### src/rtl/scan_tap_pkg.sv
package scan_tap_pkg;

  localparam int IR_W = 3;

  typedef enum logic [3:0] {
    sReset   = 4'hF,
    sIdle    = 4'hC,
    sSelDr   = 4'h7,
    sCapDr   = 4'h6,
    sShDr    = 4'h2,
    sEx1Dr   = 4'h1,
    sPauseDr = 4'h3,
    sEx2Dr   = 4'h0,
    sUpdDr   = 4'h5,
    sSelIr   = 4'h4,
    sCapIr   = 4'hE,
    sShIr    = 4'hA,
    sEx1Ir   = 4'h9,
    sPauseIr = 4'hB,
    sEx2Ir   = 4'h8,
    sUpdIr   = 4'hD
  } tapState_t;

  localparam logic [IR_W-1:0] OP_EXTEST  = 3'b000;
  localparam logic [IR_W-1:0] OP_IDCODE  = 3'b001;
  localparam logic [IR_W-1:0] OP_SAMPLEZ = 3'b010;
  localparam logic [IR_W-1:0] OP_SAMPLE  = 3'b100;
  localparam logic [IR_W-1:0] OP_BYPASS  = 3'b111;
  localparam logic [IR_W-1:0] IR_CAPTURE_PAT = 3'b001;

  typedef enum logic [1:0] {
    selBypass,
    selIdent,
    selChain
  } drSel_t;

  typedef struct packed {
    logic resetIr;
    logic captureIr;
    logic shiftIr;
    logic updateIr;
    logic captureDr;
    logic shiftDr;
  } tapStrobe_t;

endpackage

### src/rtl/scan_tap_ctrl.sv
module scan_tap_ctrl
  import scan_tap_pkg::*;
(
  input  logic       tck,
  input  logic       rstN,
  input  logic       tms,
  output tapState_t  curState,
  output tapStrobe_t strobe
);

  tapState_t nxtState;

  always_comb begin
    nxtState = curState;
    unique case (curState)
      sReset:   nxtState = tms ? sReset : sIdle;
      sIdle:    nxtState = tms ? sSelDr : sIdle;
      sSelDr:   nxtState = tms ? sSelIr : sCapDr;
      sCapDr:   nxtState = tms ? sEx1Dr : sShDr;
      sShDr:    nxtState = tms ? sEx1Dr : sShDr;
      sEx1Dr:   nxtState = tms ? sUpdDr : sPauseDr;
      sPauseDr: nxtState = tms ? sEx2Dr : sPauseDr;
      sEx2Dr:   nxtState = tms ? sUpdDr : sShDr;
      sUpdDr:   nxtState = tms ? sSelDr : sIdle;
      sSelIr:   nxtState = tms ? sReset : sCapIr;
      sCapIr:   nxtState = tms ? sEx1Ir : sShIr;
      sShIr:    nxtState = tms ? sEx1Ir : sShIr;
      sEx1Ir:   nxtState = tms ? sUpdIr : sPauseIr;
      sPauseIr: nxtState = tms ? sEx2Ir : sPauseIr;
      sEx2Ir:   nxtState = tms ? sUpdIr : sShIr;
      sUpdIr:   nxtState = tms ? sSelDr : sIdle;
      default:  nxtState = sReset;
    endcase
  end

  always_ff @(posedge tck or negedge rstN) begin
    if (!rstN) curState <= sReset;
    else       curState <= nxtState;
  end

  always_comb begin
    strobe.resetIr   = (curState == sReset);
    strobe.captureIr = (curState == sCapIr);
    strobe.shiftIr   = (curState == sShIr);
    strobe.updateIr  = (curState == sUpdIr);
    strobe.captureDr = (curState == sCapDr);
    strobe.shiftDr   = (curState == sShDr);
  end

endmodule

### src/rtl/scan_tap_datapath.sv
module scan_tap_datapath
  import scan_tap_pkg::*;
#(
  parameter int          BSR_W    = 8,
  parameter logic [31:0] ID_VALUE = 32'h4B2D_91E7
) (
  input  logic            tck,
  input  logic            rstN,
  input  logic            tdi,
  input  tapStrobe_t      strobe,
  input  logic [BSR_W-1:0] pinCapture,
  output logic [IR_W-1:0] activeIr,
  output logic [IR_W-1:0] irShift,
  output logic            tdo,
  output logic            tdoEn,
  output logic            outputsHighZ
);

  localparam int          ID_W    = 32;
  localparam logic [ID_W-1:0] ID_WORD = {ID_VALUE[ID_W-1:1], 1'b1};

  drSel_t           drSel;
  logic             bypassBit;
  logic [ID_W-1:0]  idShift;
  logic [BSR_W-1:0] chainBits;
  logic [BSR_W-1:0] chainShiftIn;
  logic             chainCap;
  logic             chainSh;
  logic             drLsb;

  // Decode of the active instruction; unlisted codes fall to bypass
  always_comb begin
    unique case (activeIr)
      OP_IDCODE:                       drSel = selIdent;
      OP_SAMPLE, OP_SAMPLEZ, OP_EXTEST: drSel = selChain;
      default:                         drSel = selBypass;
    endcase
  end

  // Instruction register: shift stage plus active copy
  always_ff @(posedge tck or negedge rstN) begin
    if (!rstN) begin
      irShift  <= IR_CAPTURE_PAT;
      activeIr <= OP_IDCODE;
    end else begin
      if (strobe.captureIr)    irShift <= IR_CAPTURE_PAT;
      else if (strobe.shiftIr) irShift <= {tdi, irShift[IR_W-1:1]};
      if (strobe.resetIr)       activeIr <= OP_IDCODE;
      else if (strobe.updateIr) activeIr <= irShift;
    end
  end

  // Bypass stage
  always_ff @(posedge tck or negedge rstN) begin
    if (!rstN) bypassBit <= 1'b0;
    else if (drSel == selBypass) begin
      if (strobe.captureDr)    bypassBit <= 1'b0;
      else if (strobe.shiftDr) bypassBit <= tdi;
    end
  end

  // Identification register
  always_ff @(posedge tck or negedge rstN) begin
    if (!rstN) idShift <= ID_WORD;
    else if (drSel == selIdent) begin
      if (strobe.captureDr)    idShift <= ID_WORD;
      else if (strobe.shiftDr) idShift <= {tdi, idShift[ID_W-1:1]};
    end
  end

  // Capture chain, one cell per pin; no update stage behind it
  assign chainCap = strobe.captureDr && (drSel == selChain);
  assign chainSh  = strobe.shiftDr   && (drSel == selChain);

  for (genvar gi = 0; gi < BSR_W; gi++) begin : g_cell
    if (gi == BSR_W - 1) begin : g_head
      assign chainShiftIn[gi] = tdi;
    end else begin : g_body
      assign chainShiftIn[gi] = chainBits[gi+1];
    end

    always_ff @(posedge tck or negedge rstN) begin
      if (!rstN)         chainBits[gi] <= 1'b0;
      else if (chainCap) chainBits[gi] <= pinCapture[gi];
      else if (chainSh)  chainBits[gi] <= chainShiftIn[gi];
    end
  end

  always_comb begin
    unique case (drSel)
      selIdent: drLsb = idShift[0];
      selChain: drLsb = chainBits[0];
      default:  drLsb = bypassBit;
    endcase
  end

  // Serial output retimed to the falling edge
  always_ff @(negedge tck or negedge rstN) begin
    if (!rstN) begin
      tdo   <= 1'b0;
      tdoEn <= 1'b0;
    end else begin
      tdoEn <= strobe.shiftIr | strobe.shiftDr;
      if (strobe.shiftIr)      tdo <= irShift[0];
      else if (strobe.shiftDr) tdo <= drLsb;
      else                     tdo <= 1'b0;
    end
  end

  assign outputsHighZ = (activeIr == OP_SAMPLEZ);

endmodule

### src/rtl/scan_tap_top.sv
module scan_tap_top
  import scan_tap_pkg::*;
#(
  parameter int          BSR_W    = 8,
  parameter logic [31:0] ID_VALUE = 32'h4B2D_91E7
) (
  input  logic             tck,
  input  logic             rstN,
  input  logic             tms,
  input  logic             tdi,
  input  logic [BSR_W-1:0] pinCapture,
  output logic             tdo,
  output logic             tdoEn,
  output logic             outputsHighZ
);

  tapState_t       curState;
  tapStrobe_t      strobe;
  logic [IR_W-1:0] activeIr;
  logic [IR_W-1:0] irShift;

  scan_tap_ctrl ctrl_i (
    .tck      (tck),
    .rstN     (rstN),
    .tms      (tms),
    .curState (curState),
    .strobe   (strobe)
  );

  scan_tap_datapath #(
    .BSR_W    (BSR_W),
    .ID_VALUE (ID_VALUE)
  ) dp_i (
    .tck          (tck),
    .rstN         (rstN),
    .tdi          (tdi),
    .strobe       (strobe),
    .pinCapture   (pinCapture),
    .activeIr     (activeIr),
    .irShift      (irShift),
    .tdo          (tdo),
    .tdoEn        (tdoEn),
    .outputsHighZ (outputsHighZ)
  );

endmodule

### config.mk
export PLATFORM = sky130hd
export DESIGN_NAME = scan_tap_top
export DESIGN_NICKNAME = d
export VERILOG_FILES = /design/src/rtl/scan_tap_pkg.sv /design/src/rtl/scan_tap_ctrl.sv /design/src/rtl/scan_tap_datapath.sv /design/src/rtl/scan_tap_top.sv
export SDC_FILE = /design/constraint.sdc
export NUM_CORES = 1
export LEC_CHECK = 0
export ABC_AREA = 1
export BUFFER_PORTS_ARGS = -buffer_cell sky130_fd_sc_hd__clkbuf_2
export CORE_MARGIN = 2
export CORE_UTILIZATION = 40
export DETAILED_ROUTE_END_ITERATION = 8
export GPL_ROUTABILITY_DRIVEN = 0
export PLACE_DENSITY = 0.61
export SYNTH_ARGS = -nofsm -noshare
export SYNTH_HDL_FRONTEND = slang
export SYNTH_HIERARCHICAL = 1
export SYNTH_SLANG_ARGS = --single-unit
### constraint.sdc
create_clock -name tck -period 3.4 [get_ports tck]
set_clock_uncertainty 0.1 [all_clocks]
set_input_delay 0.68 -clock tck [delete_from_list [all_inputs] [get_ports tck]]
set_output_delay 0.68 -clock tck [all_outputs]
set_load 0.01 [all_outputs]
### Word-level counts from Yosys, hierarchy flattened

Cells that the tools add are included.

* register bits: 53
* bits of input ports: 12
* output and inout port bits: 3
* word-level logic and storage cells: 92

* eq/ne operators: 20
* mux-type cells: 41
* bitwise logic cells: 1
* reductions and logical operators: 15

Operator list (count)
* 32-bit two-way mux: 2
* 4-bit one-hot mux with 12 select lines: 1
* 4-bit equality test, second input constant: 8
* 3-bit two-way mux: 8
* 1-bit two-way mux: 21
* 4-bit by 3-bit equality test with 1-bit output, second input constant: 4
* 2-bit two-way mux: 6
* 4-bit by 2-bit equality test with 1-bit output, second input constant: 2
* 2-bit nonzero test: 4
* 3-bit OR reduction: 2
* 4-bit by 1-bit equality test with 1-bit output, second input constant: 1
* 4-bit logical NOT: 1
* 4-bit two-way mux: 1
* 2-bit one-hot mux with 2 select lines: 1
* 2-bit AND reduction: 2
* 2-bit OR reduction: 2
* 3-bit by 1-bit equality test with 1-bit output, second input constant: 1
* 3-bit by 2-bit equality test with 1-bit output, second input constant: 1
* 3-bit equality test, second input constant: 1
* 3-bit logical NOT: 1
* 2-bit by 1-bit equality test with 1-bit output, second input constant: 1
* 2-bit equality test, second input constant: 1
* 1-bit logical AND: 2
* 2-bit logical NOT: 1
* 2 further kinds: 2

### Logic depth before layout (Yosys ltp)

Gate-level depths: netlist of run 1.

* depth in word-level cells: 7
* mapped depth: 10

### By module

The synthesis of run 1 kept the hierarchy.

By module, submodules not included
* scan_tap_datapath: instances 1, cells an instance 282, area an instance 2353.5 µm², seq. area each 1249.9 µm²
* scan_tap_ctrl: instances 1, cells an instance 53, area an instance 339.1 µm², seq. area each 105.1 µm²

==> results of run 1 <==
[flip-flops by register name, summed over array words and instances (netlist names)]
register         flops
dp_i/idShift        32
ctrl_i/curState      4
dp_i/irShift         3
dp_i/tdoEn           1
dp_i/tdo             1
dp_i/chainBits       8
dp_i/activeIr        3
dp_i/bypassBit       1
[final timing paths]
path                       cells after the start               end  slack [ps]        startpoint
min in group tck                               2   dp_i/idShift[2]         370   dp_i/idShift[2]
max in group asynchronous                      1        dp_i/tdoEn        1230              rstN
hold / removal                                 1  dp_i/idShift[28]         150              rstN
setup / recovery                               1               tdo          90          dp_i/tdo
setup reg to reg                               6          dp_i/tdo         190  dp_i/activeIr[0]
hold reg to reg                                2   dp_i/idShift[2]         370   dp_i/idShift[2]
[power groups by stage]
| stage | combinational, mW | sequential [mW] | clock (mW) |
|---|---|---|---|
| after floorplan | 0.732 | 1.03 | 0 |
| after global placement | 0.900 | 1.06 | 0 |
| after detailed placement | 0.902 | 1.07 | 0 |
| after CTS | 0.909 | 1.06 | 0.355 |
| after global routing | 1.05 | 1.09 | 0.377 |
| final | 0.899 | 1.06 | 0.339 |
[placed cells by master (no fill, tap or decap), types with 3 or more instances in the layout]
| cell type | count |
|---|---|
| nand2_1 | 134 |
| o21ai_0 | 11 |
| buf_4 | 8 |
| o21ai_2 | 3 |
| nor3_1 | 3 |
| nor2_1 | 12 |
| nand4_1 | 16 |
| inv_1 | 32 |
| ha_1 | 3 |
| dfrtp_1 | 28 |
| clkbuf_8 | 5 |
| nand2_2 | 4 |
| clkbuf_2 | 14 |
| dfstp_2 | 23 |
| or2_2 | 8 |
| inv_2 | 3 |
| a21oi_1 | 5 |
| nand3_1 | 19 |
[layout make-up]
class	count	area, um^2	area share
Clock buffer	7	76.3	0.0263
Clock inverter	1	5.00	0.00172
Inverter	37	143	0.0491
Multi-Input combinational cell	232	1100	0.379
Sequential cell	53	1360	0.466
Tap cell	77	96.3	0.0331
Timing Repair Buffer	22	130	0.0448
[cells by family after synthesis]
kind of cell | share of synthesized area
buffers and inverters | 0.0915
adders and majority gates | 0.0139
AOI/OAI and AO/OA | 0.0455
and+or+nand+nor | 0.346
DFF | 0.503
[per-layer routing]
metal / vias to the layer above / wire, um / global-route usage
li1: 1080 / - / -
met1: 993 / 2530 / 0.211
met2: 39 / 2340 / 0.241
met3: 2 / 160 / 0.0279
met4: 0 / 33 / 0.0404
met5: - / 0 / 0
[stage by stage]
step	total power [mW]	instance area, um^2	util	cells	worst slack (ps)
final	2.29	2910	0.453	429	91.6
after floorplan	1.76	2690	-	335	63.2
after global routing	2.52	2910	0.453	429	48.2
after global placement	1.96	2830	0.440	421	237
after CTS	2.32	2910	0.453	429	74.6
after detailed placement	1.97	2830	0.440	421	184
==> out/results.ini, run 1 <==
[timing]
maxSlewViolCount = 0
relSlewSlack = 0.623
finalSetupTns_ps = 0
tightest_slew_ps = 565
rsz0062_at_grt = no
setup_viol = 0
fin_hold_ws_ps = 146
hold_viol = 0

[grt]
grt_pass1_wl_um = 9050
grt_max_degree = 46
grt_pass1_vias = 2014
grt.total_usage = 0.151
gr-total-overflow = 0
antenna_found_initial = 0

[synthesis]
yosys-top-cells-area = dfrtp_1, dfstp_2, nand2_1
yosysMostFrequentCell = nand2_1
avgSynthCellArea_um2 = 8.04
syn_inst = 335
yosysWarnings = 6
yosysTopAreaCell = dfrtp_1
ys_async_sr_fraction = 1.00
ys_types = 30
syn-num-nets = 350
synth_edf_count = 0
synth_seq_cells = 53
syn_area_um2 = 2690
yosysTopAreaCellShare = 0.260
synthTopCellsByCount = nand2_1, inv_1, dfrtp_1, dfstp_2, nand3_1
yosysSeqAreaShare = 0.503
ys.flop_type = dfrtp_1

[layout]
diodes = 0
drive_gt1_frac = 0.230
area_growth_pct = 7.95
fillCellCount = 664
nets = 366

[critical_path]
slowest_stage = dfrtn_1
max_stage_delay_ps = 400
path_cells = clkbuf_2
crit_buf_inv = 1
cp.required_ps = 2620
cpLargestDelayFamily = flip-flops
endpoint_kind = primary output
path_class = reg2out
cp_max_fo = 1
start_kind = flip-flop
worstPathArrival_ps = 2530

[power_and_ir_drop]
power_frac_clock = 0.148
combinationalPowerShare = 0.392
swShare = 0.394
cellPowerDensity_nw_per_um2 = 789
peakVddDrop_mv = 0.353
p_sw_mw = 0.903
power_frac_seq = 0.461
p_int_mw = 1.39
power_leakage_nw = 1.55

[clock_network]
cts_resized = 0
holdBufCountCts = 0
cts_setup_buffers = 0
cts_made_buffers = 5
h-tree-depth = 2
clockRootBuffer = clkbuf_8
clk_pin_slew_ps = 90
cts.sink_count = 53
cts_tree = yes
insertion_delay_ps = 300
cts.path.max_buffers = 2

[status]
status = finished, final reports clean

[run]
maxCapViolCount = 0

[floorplanning]
ioPinCount = 15
die_h_um = 86.0
die_x_um = 86.0
core_area_um2 = 6420
num_rows = 29
start_util = 0.419
dieArea_um2 = 7400

[drt]
dr.pass1.iters = 4
wirelength_um = 5060
vias_per_cell = 4.93
routedWlPerCell_um = 11.8
postRouteAntennaNets = 0
drc_errors = 0
drt_iter0_markers = 191
vias = 2114

[min_path]
hold_path.class = in2async

[placement]
dp_hpwl_um = 3330
io_buffers = 14

Power figures use the tool's default switching activity.
==> run 2: changes to the inputs <==
--- a/config.mk
+++ b/config.mk
@@ -12,6 +12,7 @@
 export DETAILED_ROUTE_END_ITERATION = 8
 export GPL_ROUTABILITY_DRIVEN = 0
 export PLACE_DENSITY = 0.61
+export RECOVER_POWER = 50
 export SYNTH_ARGS = -nofsm -noshare
 export SYNTH_HDL_FRONTEND = slang
 export SYNTH_HIERARCHICAL = 1
==> constraint.sdc (replaced) <==
create_clock -name tck -period 4.3 [get_ports tck]
set_clock_uncertainty 0.1 [all_clocks]
set_input_delay 0.86 -clock tck [delete_from_list [all_inputs] [get_ports tck]]
set_output_delay 0.86 -clock tck [all_outputs]
set_load 0.01 [all_outputs]
==> out/results.ini, run 2 (synthesis gave the netlist of run 1 again) <==
[drt]
drt_iter0_markers = 135  ; -29%
wl_met2_um = 2320  ; -0.68%
wl_met1_um = 2600  ; +2.6%
routedWlPerCell_um = 12.0  ; +1.9%
top_layer_used = met4
vias = 2061  ; -2.5%
drc_errors = 0  ; unchanged
wirelength_um = 5130  ; +1.2%
postRouteAntennaNets = 0  ; unchanged
vias_per_cell = 4.84  ; -1.8%
dr.pass1.iters = 4  ; unchanged
wl_met3_um = 145  ; -9.4%

[layout]
reg_top3 = dp_i/idShift: 32 flops, dp_i/chainBits: 8 flops, ctrl_i/curState: 4 flops
nets = 363  ; -0.82%
final_common_cell = nand2_1
final_cells = 426  ; -0.70%
largest_register = dp_i/idShift
final_cell_mix = nand2_1, inv_1, dfrtp_1, dfstp_2, nand3_1
area_growth_pct = 7.99  ; about the same
drive_gt1_frac = 0.218  ; -0.0123
fillCellCount = 658  ; -0.90%
largest_reg_flops = 32  ; unchanged
diodes = 0  ; unchanged

[clock_network]
insertion_delay_ps = 300  ; about the same
cts_setup_buffers = 0  ; unchanged
cts_resized = 0  ; unchanged
holdBufCountCts = 0  ; unchanged
clk_pin_slew_ps = 100  ; about the same
cts.sink_count = 53  ; unchanged
cts_tree = yes
cts_made_buffers = 5  ; unchanged
h-tree-depth = 2  ; unchanged
cts.path.max_buffers = 2  ; unchanged
clockRootBuffer = clkbuf_8

[power_and_ir_drop]
cellPowerDensity_nw_per_um2 = 645  ; -18%
swShare = 0.390  ; -0.00398
power_frac_clock = 0.183  ; +0.035
p_sw_mw = 0.731  ; -19%
combinationalPowerShare = 0.372  ; -0.020
p_int_mw = 1.14  ; -18%
power_leakage_nw = 1.55  ; -0.28%
power_frac_seq = 0.445  ; -0.016
peakVddDrop_mv = 0.212  ; -40%

[timing]
finalSetupTns_ps = 0  ; unchanged
relSlewSlack = -0.658  ; -1.28
hold_viol = 0  ; unchanged
tightest_slew_ps = 2490  ; +1920 ps
maxSlewViolCount = 49  ; +49
rsz0062_at_grt = no
fin_hold_ws_ps = 369  ; +223 ps
setup_viol = 0  ; unchanged

[grt]
grt_max_degree = 49  ; +6.5%
grt_pass1_vias = 2015  ; +0.050%
antenna_found_initial = 0  ; unchanged
grt_pass1_wl_um = 9100  ; +0.54%
gr-total-overflow = 0  ; unchanged
grt.total_usage = 0.155  ; +0.00391

[critical_path]
rr_startpoint = ctrl_i/curState[1]
path_cells = clkbuf_2
critPathLaunch = dp_i/tdo
endpoint_kind = primary output
path_class = reg2out
cpLargestDelayFamily = flip-flops
cp_max_fo = 1  ; unchanged
start_kind = flip-flop
slowest_stage = dfrtn_1
cp.required_ps = 3340  ; +720 ps
crit_buf_inv = 1  ; unchanged
worstPathArrival_ps = 2960  ; +430 ps
max_stage_delay_ps = 390  ; about the same

[run]
maxCapViolCount = 1  ; +1

[status]
violations = capacitance limit, slew limit
status = finished with violations

[min_path]
hold_path.class = reg2reg
hp-start = dp_i/idShift[19]

[floorplanning]
start_util = 0.419  ; unchanged
die_h_um = 86.0  ; unchanged
dieArea_um2 = 7400  ; unchanged
core_area_um2 = 6420  ; unchanged
num_rows = 29  ; unchanged
ioPinCount = 15  ; unchanged
die_x_um = 86.0  ; unchanged

[placement]
io_buffers = 14  ; unchanged
dp_hpwl_um = 3340  ; +0.44%
dp_cells = 418  ; -0.71%

run 2: changes by cell type in the layout (fill, tap and decap cells not counted), sizes merged:
cell | before | now
bufinv | 0 | 1
clkbuf | 21 | 20
inv | 36 | 37
buf | 8 | 4
run 2: metal layers:
layer,GRT usage,up-vias
li1,-,1071
met1,0.210,957
met2,0.247,29
met3,0.0318,4
met4,0.0519,0
met5,0,-
run 2: cell type report:
type	instances	area, um^2	area share
tap	77	96.3	0.0331
sequential	53	1360	0.466
inverter	37	143	0.0491
timing repair buffer	19	103	0.0353
clock buffer	5	68.8	0.0237
clock inverter	3	43.8	0.0151
multi-input combinational	232	1100	0.378
run 2: final timing paths:
path | to | slack, ps | cells after the start
hold reg to reg | dp_i/idShift[19] | 370 | 2
max in group asynchronous | dp_i/idShift[28] | 1110 | 2
min in group asynchronous | dp_i/irShift[0] | 630 | 1
setup reg to reg | dp_i/tdo | 550 | 7
setup / recovery | tdo | 380 | 1
hold / removal | dp_i/idShift[19] | 370 | 2
run 2: power groups by stage:
stage / clock [mW] / combinational, mW / sequential (mW)
floorplan: 0 / 0.579 / 0.816
global placement: 0 / 0.694 / 0.839
detailed placement: 0 / 0.705 / 0.845
CTS: 0.354 / 0.710 / 0.837
global route: 0.371 / 0.820 / 0.859
finish: 0.344 / 0.698 / 0.834
run 2: metrics by stage:
step | setup WS, ps | instance area (um^2) | power (mW) | utilization
after floorplan | 513 | 2690 | 1.40 | -
after CTS | 369 | 2920 | 1.90 | 0.454
after global placement | 609 | 2800 | 1.53 | 0.436
final | 376 | 2910 | 1.88 | 0.453
after detailed placement | 569 | 2800 | 1.55 | 0.436
after global routing | 336 | 2910 | 2.05 | 0.453
==> run 3: changes to the inputs <==
--- a/config.mk
+++ b/config.mk
@@ -6,13 +6,14 @@
 export NUM_CORES = 1
 export LEC_CHECK = 0
 export ABC_AREA = 1
-export BUFFER_PORTS_ARGS = -buffer_cell sky130_fd_sc_hd__clkbuf_2
 export CORE_MARGIN = 2
 export CORE_UTILIZATION = 40
 export DETAILED_ROUTE_END_ITERATION = 8
+export DONT_BUFFER_PORTS = 1
 export GPL_ROUTABILITY_DRIVEN = 0
-export PLACE_DENSITY = 0.61
+export PLACE_DENSITY = 0.59
 export RECOVER_POWER = 50
+export REMOVE_ABC_BUFFERS = 1
 export SYNTH_ARGS = -nofsm -noshare
 export SYNTH_HDL_FRONTEND = slang
 export SYNTH_HIERARCHICAL = 1
==> out/results.ini, run 3 (synthesis gave the netlist of run 1 again) <==
[floorplanning]
num_rows = 29  ; unchanged
core_area_um2 = 6420  ; unchanged
ioPinCount = 15  ; unchanged
die_h_um = 86.0  ; unchanged
die_x_um = 86.0  ; unchanged
start_util = 0.419  ; unchanged
dieArea_um2 = 7400  ; unchanged

[layout]
drive_gt1_frac = 0.188  ; -0.0297
diodes = 0  ; unchanged
final_cells = 412  ; -3.3%
largest_reg_flops = 32  ; unchanged
final_common_cell = nand2_1
area_growth_pct = 4.60
final_cell_mix = nand2_1, inv_1, dfrtp_1, dfstp_2, nand3_1
nets = 349  ; -3.9%
utilization = 0.439  ; -0.0142
largest_register = dp_i/idShift
reg_top3 = dp_i/idShift: 32 flops, dp_i/chainBits: 8 flops, ctrl_i/curState: 4 flops

[clock_network]
h-tree-depth = 2  ; unchanged
cts.sink_count = 53  ; unchanged
clk_pin_slew_ps = 90  ; about the same
cts_made_buffers = 5  ; unchanged
insertion_delay_ps = 300  ; about the same
cts.path.max_buffers = 2  ; unchanged
cts_setup_buffers = 0  ; unchanged
clockRootBuffer = clkbuf_8
holdBufCountCts = 0  ; unchanged
cts_tree = yes
cts_resized = 0  ; unchanged

[grt]
grt.total_usage = 0.152  ; -0.00248
grt_pass1_wl_um = 9180  ; +0.84%
gr-total-overflow = 0  ; unchanged
antenna_found_initial = 0  ; unchanged
grt_pass1_vias = 2011  ; -0.20%
grt_max_degree = 54  ; +10%

[critical_path]
endpoint_kind = primary output
cp_max_fo = 1  ; unchanged
worstPathArrival_ps = 2920  ; -40 ps
path_class = reg2out
cp.required_ps = 3340  ; about the same
start_kind = flip-flop

[timing]
rsz0062_at_grt = no
tightest_slew_ps = 723  ; -1760 ps
setup_viol = 0  ; unchanged
relSlewSlack = 0.517  ; +1.18
hold_viol = 0  ; unchanged
maxSlewViolCount = 0  ; -100%

[drt]
drt_iter0_markers = 121  ; -10%
drc_errors = 0  ; unchanged
dr.pass1.iters = 4  ; unchanged
routedWlPerCell_um = 12.2  ; +1.7%
vias = 2039  ; -1.1%
vias_per_cell = 4.95  ; +2.3%
postRouteAntennaNets = 0  ; unchanged
wirelength_um = 5040  ; -1.7%

[placement]
dp_hpwl_um = 3220  ; -3.6%
dp_cells = 404  ; -3.3%
io_buffers = 0  ; -14

[status]
status = finished, final reports clean

[min_path]
hold_path.class = in2async

[power_and_ir_drop]
cellPowerDensity_nw_per_um2 = 639  ; -0.96%
finalPower_mw = 1.80  ; -4.1%
power_leakage_nw = 1.48  ; -4.2%
peakVddDrop_mv = 0.275  ; +30%

[run]
maxCapViolCount = 0  ; -1

## run 3: report_power, final
group          switching (mW)  total (mW)  internal [mW]
clock network           0.166       0.282          0.116
registers               0.117       0.838          0.721
logic                   0.433       0.678          0.245
## run 3: metrics by stage
step                      instance area, um^2  TNS [ps]  hold WS, ps  setup WS, ps
after floorplan                          2590     -86.5          334         -86.5
after global placement                   2730         0          354           615
after detailed placement                 2730         0          356           576
after CTS                                2820         0          122           411
after global routing                     2820         0          112           398
final                                    2820         0          137           425
## run 3: final timing paths
check	from	slack (ps)	depth (start not counted)	end
worst max-delay path	dp_i/tdo	420	0	tdo
worst min-delay path	rstN	140	0	dp_i/chainBits[5]
worst max register to register	ctrl_i/curState[1]	550	7	dp_i/tdo
worst min register to register	dp_i/idShift[19]	370	2	dp_i/idShift[19]
max in group asynchronous	rstN	1800	0	dp_i/tdoEn
min in group tck	dp_i/idShift[19]	370	2	dp_i/idShift[19]
## run 3: routing by layer
metal  wire length (um)  track usage  vias to the layer above
met2               2360        0.246                       39
met3                190       0.0318                        5
met4                 57       0.0433                        0
met5                  0            0                        -
li1                   -            -                     1050
met1               2430        0.207                      945
## run 3: area by class of cell
type / instances / area (um^2)
clock buffer: 6 / 72.6
multi-input combinational: 232 / 1100
tap: 77 / 96.3
fill: 663 / 3610
clock inverter: 2 / 13.8
sequential: 53 / 1360
inverter: 37 / 143
timing repair buffer: 5 / 37.5
